File: src/rtl/xc_alu_pkg.sv
`timescale 1ns/1ps
package xc_alu_pkg;
  typedef enum logic [3:0] {
    OP_ADD   = 4'd0,
    OP_ADDC  = 4'd1,
    OP_ADDR  = 4'd2,
    OP_SUB   = 4'd3,
    OP_NEG   = 4'd4,
    OP_CMP   = 4'd5,
    OP_MOVE  = 4'd6,
    OP_BOUND = 4'd7,
    OP_ABS   = 4'd8,
    OP_LSL   = 4'd9,
    OP_LSR   = 4'd10,
    OP_ASR   = 4'd11,
    OP_MULS  = 4'd12,
    OP_MULU  = 4'd13,
    OP_RSV0  = 4'd14,
    OP_RSV1  = 4'd15
  } op_e;

  localparam int unsigned C_BIT = 0;
  localparam int unsigned X_BIT = 4;
  localparam int unsigned R_BIT = 8;
endpackage

File: src/rtl/xc_alu_arith.sv
`timescale 1ns/1ps
module xc_alu_arith
  import xc_alu_pkg::*;
#(
  parameter int unsigned W = 32
) (
  input  op_e          op_i,
  input  logic [W-1:0] a_i,
  input  logic [W-1:0] b_i,
  input  logic         c_i,
  input  logic         x_i,
  input  logic         r_i,
  output logic [W-1:0] res_o
);
  logic [W-1:0] ext_c, c_w, r_w;

  assign ext_c = W'(c_i & x_i);
  assign c_w   = W'(c_i);
  assign r_w   = W'(r_i);

  always_comb begin
    unique case (op_i)
      OP_ADD:          res_o = a_i + b_i + ext_c;
      OP_ADDC:         res_o = a_i + b_i + c_w;
      OP_ADDR:         res_o = a_i + b_i + r_w;
      OP_SUB, OP_CMP:  res_o = a_i - b_i - ext_c;
      OP_NEG:          res_o = '0 - b_i - ext_c;
      OP_MOVE:         res_o = b_i;
      OP_BOUND:        res_o = (a_i <= b_i) ? a_i : b_i;
      OP_ABS:          res_o = b_i[W-1] ? ('0 - b_i) : b_i;
      default:         res_o = '0;
    endcase
  end

  // bound never exceeds either operand
  always_comb begin
    if (op_i == OP_BOUND)
      a_r8_bound_min: assert ((res_o <= a_i) && (res_o <= b_i))
        else $error("bound above an operand");
  end
endmodule

File: src/rtl/xc_alu_shift.sv
`timescale 1ns/1ps
module xc_alu_shift
  import xc_alu_pkg::*;
#(
  parameter int unsigned W = 32
) (
  input  op_e          op_i,
  input  logic [W-1:0] a_i,
  input  logic [W-1:0] b_i,
  output logic [W-1:0] res_o
);
  localparam int unsigned SH_W = $clog2(W);

  logic            big;
  logic [SH_W-1:0] amt;

  assign big = |b_i[W-1:SH_W];
  assign amt = b_i[SH_W-1:0];

  always_comb begin
    unique case (op_i)
      OP_LSL:  res_o = big ? '0 : (a_i << amt);
      OP_LSR:  res_o = big ? '0 : (a_i >> amt);
      OP_ASR:  res_o = big ? {W{a_i[W-1]}} : W'($signed(a_i) >>> amt);
      default: res_o = '0;
    endcase
  end

  // oversized logical shifts give zero
  always_comb begin
    if ((op_i == OP_LSL || op_i == OP_LSR) && (b_i > W - 1))
      a_r5_big_shift_zero: assert (res_o == '0) else $error("big shift nonzero");
  end
endmodule

File: src/rtl/xc_alu_mul.sv
`timescale 1ns/1ps
module xc_alu_mul #(
  parameter int unsigned W = 32
) (
  input  logic         signed_i,
  input  logic [W-1:0] a_i,
  input  logic [W-1:0] b_i,
  output logic [W-1:0] lo_o,
  output logic [W-1:0] hi_o
);
  logic [2*W-1:0] ea, eb, prod;

  assign ea   = {{W{signed_i & a_i[W-1]}}, a_i};
  assign eb   = {{W{signed_i & b_i[W-1]}}, b_i};
  assign prod = ea * eb;
  assign lo_o = prod[W-1:0];
  assign hi_o = prod[2*W-1:W];

  // low word is independent of signedness
  always_comb begin
    a_r7_low_word: assert (lo_o == W'(a_i * b_i)) else $error("low product word");
  end
endmodule

File: src/rtl/xc_alu.sv
`timescale 1ns/1ps
module xc_alu
  import xc_alu_pkg::*;
#(
  parameter int unsigned DATA_W  = 32,
  parameter int unsigned CCS_W   = 16,
  parameter bit          REG_OUT = 1'b1
) (
  input  logic              clk_i,
  input  logic              rst_ni,
  input  logic              start_i,
  input  logic [3:0]        op_i,
  input  logic [2:0]        size_i,
  input  logic [DATA_W-1:0] a_i,
  input  logic [DATA_W-1:0] b_i,
  input  logic [CCS_W-1:0]  ccs_i,
  output logic [DATA_W-1:0] result_o,
  output logic              wb_en_o,
  output logic [DATA_W-1:0] mof_o,
  output logic              mof_we_o,
  output logic [DATA_W-1:0] src_o,
  output logic              valid_o
);
  localparam logic [DATA_W-1:0] MASK_B = DATA_W'({8{1'b1}});
  localparam logic [DATA_W-1:0] MASK_H = DATA_W'({16{1'b1}});

  op_e op;
  assign op = op_e'(op_i);

  logic [DATA_W-1:0] arith_res, shift_res, mul_lo, mul_hi;
  logic              unused_ccs;
  assign unused_ccs = ^ccs_i;

  xc_alu_arith #(.W(DATA_W)) u_arith (
    .op_i (op), .a_i (a_i), .b_i (b_i),
    .c_i  (ccs_i[C_BIT]), .x_i (ccs_i[X_BIT]), .r_i (ccs_i[R_BIT]),
    .res_o(arith_res)
  );

  xc_alu_shift #(.W(DATA_W)) u_shift (
    .op_i (op), .a_i (a_i), .b_i (b_i), .res_o (shift_res)
  );

  xc_alu_mul #(.W(DATA_W)) u_mul (
    .signed_i (op == OP_MULS), .a_i (a_i), .b_i (b_i),
    .lo_o     (mul_lo), .hi_o (mul_hi)
  );

  logic              is_mul, is_shift, is_rsv, wb_c;
  logic [DATA_W-1:0] raw_res, mask, res_c, src_c;

  assign is_mul   = (op == OP_MULS) || (op == OP_MULU);
  assign is_shift = (op == OP_LSL) || (op == OP_LSR) || (op == OP_ASR);
  assign is_rsv   = (op == OP_RSV0) || (op == OP_RSV1);
  assign wb_c     = !is_rsv && (op != OP_CMP);
  assign src_c    = (op == OP_SUB || op == OP_CMP) ? ~b_i : b_i;

  always_comb begin
    if (is_mul)        raw_res = mul_lo;
    else if (is_shift) raw_res = shift_res;
    else if (is_rsv)   raw_res = '0;
    else               raw_res = arith_res;
  end

  always_comb begin
    unique case (size_i)
      3'd1:    mask = MASK_B;
      3'd2:    mask = MASK_H;
      default: mask = '1;
    endcase
  end
  assign res_c = raw_res & mask;

  generate
    if (REG_OUT) begin : g_reg
      logic              valid_q, wb_q, mwe_q;
      logic [DATA_W-1:0] res_q, mof_q, src_q;

      always_ff @(posedge clk_i or negedge rst_ni) begin
        if (!rst_ni) begin
          valid_q <= 1'b0;
          wb_q    <= 1'b0;
          mwe_q   <= 1'b0;
          res_q   <= '0;
          mof_q   <= '0;
          src_q   <= '0;
        end else begin
          valid_q <= start_i;
          if (start_i) begin
            wb_q  <= wb_c;
            mwe_q <= is_mul;
            res_q <= res_c;
            mof_q <= mul_hi;
            src_q <= src_c;
          end
        end
      end

      assign valid_o  = valid_q;
      assign wb_en_o  = valid_q & wb_q;
      assign mof_we_o = valid_q & mwe_q;
      assign result_o = res_q;
      assign mof_o    = mof_q;
      assign src_o    = src_q;

      a_r4_cmp_no_wb: assert property (@(posedge clk_i) disable iff (!rst_ni)
        (start_i && op_i == 4'd5) |=> (valid_o && !wb_en_o));
      a_r7_mul_strobe: assert property (@(posedge clk_i) disable iff (!rst_ni)
        (start_i && (op_i == 4'd12 || op_i == 4'd13)) |=> (mof_we_o && valid_o));
      a_r11_byte_mask: assert property (@(posedge clk_i) disable iff (!rst_ni)
        (start_i && size_i == 3'd1) |=> (result_o[DATA_W-1:8] == '0));
    end else begin : g_comb
      assign valid_o  = start_i;
      assign wb_en_o  = start_i & wb_c;
      assign mof_we_o = start_i & is_mul;
      assign result_o = res_c;
      assign mof_o    = mul_hi;
      assign src_o    = src_c;
    end
  endgenerate
endmodule

File: config.mk
export PLATFORM = sky130hd
export DESIGN_NAME = xc_alu
export DESIGN_NICKNAME = d
export VERILOG_FILES = /design/src/rtl/xc_alu_pkg.sv /design/src/rtl/xc_alu_arith.sv /design/src/rtl/xc_alu_shift.sv /design/src/rtl/xc_alu_mul.sv /design/src/rtl/xc_alu.sv
export SDC_FILE = /design/constraint.sdc
export NUM_CORES = 2
export LEC_CHECK = 0
export ABC_CLOCK_PERIOD_IN_PS = 3300
export BUFFER_PORTS_ARGS = -buffer_cell sky130_fd_sc_hd__buf_4
export CORE_UTILIZATION = 50
export DETAILED_ROUTE_END_ITERATION = 10
export GPL_TIMING_DRIVEN = 0
export PLACE_DENSITY_LB_ADDON = 0.05
export SLEW_MARGIN = 20
export SYNTH_ARGS = -nofsm -noshare
export SYNTH_HDL_FRONTEND = slang
export SYNTH_SLANG_ARGS = --single-unit
export TNS_END_PERCENT = 50
File: constraint.sdc
create_clock -name clk_i -period 3.3 [get_ports clk_i]
set_input_delay 0.495 -clock clk_i [delete_from_list [all_inputs] [get_ports clk_i]]
set_output_delay 0.495 -clock clk_i [all_outputs]
set_load 0.02 [all_outputs]
==> reports/qor.yml <==
dieWidth_um: 327.6
root_buffer: "clkbuf_16"
fin_crit_sh_pct: 250.2
antenna_found_initial: 25
vias: 51410
io_buffers: 175
synth_top_area_share_pct: 42.61
setup-tns-final_ns: -257.15
place_area_sq_mm: 0.05690
startpoint_type: "primary input"
coreArea_sq_mm: 0.1051
grt_max_degree: 70
worst_pin_slew_ns: 1.369
violations: "setup timing"
rr_worst_depth: 5
synth_area_per_cell_sq_um: 8.443
yosysSeqAreaShare_pct: 4.675
fin_ws_ns: -4.956
worstSetupEndpointType: "flip-flop"
dr.pass1.iters: 8
htree_num_levels: 3
grt.total_usage_pct: 50.22
synth_area_leaders: "fa_1 43%, inv_1 8.8%, ha_1 8.1%"
cts.sinks: 99
syn_inst: 6276
cts_inserted_buffers: 9
synth_top_cell_by_area: "fa_1"
reg2reg_slack_ns: 1.47
syn_to_final_growth_pct: 20.09
synth_ff_type: "dfrtp_1"
fin_nets: 8277
row_count: 119
cts_buffer_depth: 2
critPathMaxFanout: 10
final_area_sq_mm: 0.06363
grt_overflow: 0
clock_latency_ns: 0.45
met2_usage_pct: 72.65
fmax_mhz: 121.1
start_util_pct: 50.41
synth_edf_count: 0
drive_gt1_share_pct: 18.87
ant_nets: 0
use_met1_pct: 59.62
cts.clk_slew.worst_paths_ns: 0.10
die_height_um: 327.6
synth.net_count: 7838
r2r-end: "result_o[30]"
rsz0062_at_grt: "true"
max-cap-violations: 0
setup.worst_path.end: "mof_o[30]"
crit_type: "in -> reg"
synthesis.area_sq_mm: 0.05299
grt_busiest_layer: "met2"
first_iter_violations: 6233
via_per_inst: 6.331
wl_per_cell_um: 33.37
synth.ff_latch_count: 99
drc: 0
setup-violations-final: 85
period_needed_ns: 8.256
relSlewSlack_pct: 7.561
synth_warnings: 0
cts_tree: "done"
grt_pass1_vias: 51350
min-delay-path-class: "in -> reg"
async_reset_ff_share_pct: 100.0
finalHoldViolations: 0
cp.required_ns: 3.63
status: "finished with violations"
grt_pass1_wl_mm: 375.4
ioPinCount: 189
rr_startpoint: "result_o[30]"
wirelength_mm: 271.0
drv_slew: 0
gp_congestion: 1.118
pre_cts_ws_ns: -8.061
clock_skew_ns: 0
yosysUniqueCellTypes: 98
met3_usage_pct: 18.38
worstPathArrival_ns: 8.58
cp-startpoint: "b_i[11]"
dp_hpwl_mm: 215.9
dieArea_sq_mm: 0.1073
-- cell families after synthesis --
family	after synthesis	share of synthesized area (%)
xor gates and xnor gates	233	3.851
muxes	124	3.464
buffers and inverters	1646	11.79
AOI/OAI and AO/OA	873	10.72
and+or+nand+nor	1829	14.76
adders and majority gates	1472	50.74
DFF	99	4.675
-- worst max-delay path, cell delays in order --
cell and delay [ns]:
buf_4 0.16, clkbuf_4 0.24, inv_1 0.19, clkbuf_2 0.56, nor2_1 0.21, fa_1 0.55, fa_1 0.52, fa_1 0.56
inv_1 0.06, fa_1 0.48, fa_1 0.49, fa_1 0.59, fa_2 0.47, fa_2 0.58, inv_2 0.04, ha_4 0.29
a21oi_4 0.20, o21bai_4 0.07, a21o_1 0.17, a21o_1 0.17, a21oi_2 0.13, o21bai_2 0.11, a311oi_2 0.34, o31ai_4 0.16
a221oi_2 0.31, xnor2_1 0.12, mux2_4 0.27
-- cells in the mapped netlist, types with 21 or more instances --
library cell  count
inv_1          1246
fa_1           1128
nand2_1         852
nor2_1          586
ha_1            344
a21oi_1         259
clkbuf_1        242
xnor2_1         189
o21ai_0         171
buf_1           115
dfrtp_1          99
nor3_1           73
a21o_1           59
nand3_1          57
mux2i_1          45
mux4_2           44
xor2_1           44
o211ai_1         43
a221oi_1         36
a211oi_1         35
and2_1           35
mux2_2           35
nand4_1          35
a31oi_1          34
nand2b_1         32
o221ai_1         27
and3_1           25
or3_1            25
o22ai_1          24
nor2b_1          22
nor4_1           22
o21bai_1         21
-- metal layers --
layer	routed length [um]	vias to the layer above	share of wire, %
met5	153	-	0.056
met4	28440	16	10
met3	34490	1184	13
met2	114400	3819	42
met1	93420	25970	34
li1	-	20420	-
-- metrics by stage --
stage / hold WS (ns) / instances / util, %
after CTS: 0.1415 / 8026 / 58.87
final: 0.1584 / 8120 / 60.54
after floorplan: 0.1994 / 6276 / -
after detailed placement: 0.4446 / 7847 / 54.13
after global routing: 0.1566 / 8112 / 60.52
after global placement: 0.4666 / 7842 / 54.00
-- layout make-up --
cell class	instances	area, sq um
multi-input combinational	4531	46950
fill	9302	41480
inverter	1279	4947
timing repair buffer	434	3759
buffer	361	3451
sequential	99	2477
tap	1391	1740
clock buffer	10	239.0
clock inverter	6	53.80
antenna	9	22.52
-- flip-flops by register name (all words and copies together), names as in the netlist --
register and count:
result_o 32, valid_o 1, g_reg.wb_q 1, mof_o 32, g_reg.mwe_q 1, src_o 32
-- layout by cell type (no fill, tap or decap), types with 40 or more instances in the layout --
cell type	instances
inv_1	1181
fa_1	1079
nand2_1	831
nor2_1	543
buf_4	401
ha_1	293
a21oi_1	219
xnor2_1	168
o21ai_0	145
dfrtp_1	99
buf_6	68
clkbuf_1	67
inv_2	59
a21o_1	59
nor3_1	58
fa_2	49
nand3_1	48
clkbuf_2	45
mux2i_1	45
ha_4	45
mux4_2	44
o211ai_1	43
buf_12	41
buf_2	40
-- repair_timing --
action	4_1_cts	5_1_grt
endpoints found under the setup margin	64	84
hold buffers	1	0
buffers inserted	164	101
pin swaps	205	201
cloned	2	0
endpoints found under the hold margin	14	0
resized for setup	937	307
-- how the worst min path moves through the flow --
stage	slack (ns)	to	depth (start not counted)	from
after floorplan	0.20	g_reg.mwe_q	0	rst_ni
after global placement	0.47	result_o[13]	1	result_o[13]
after detailed placement	0.44	mof_o[0]	1	rst_ni
after CTS	0.14	valid_o	1	start_i
after global routing	0.16	valid_o	1	start_i
final	0.16	valid_o	1	start_i
Power is not shown: default switching activity piles up to over one toggle a cycle in this logic, so the estimate is an artifact.
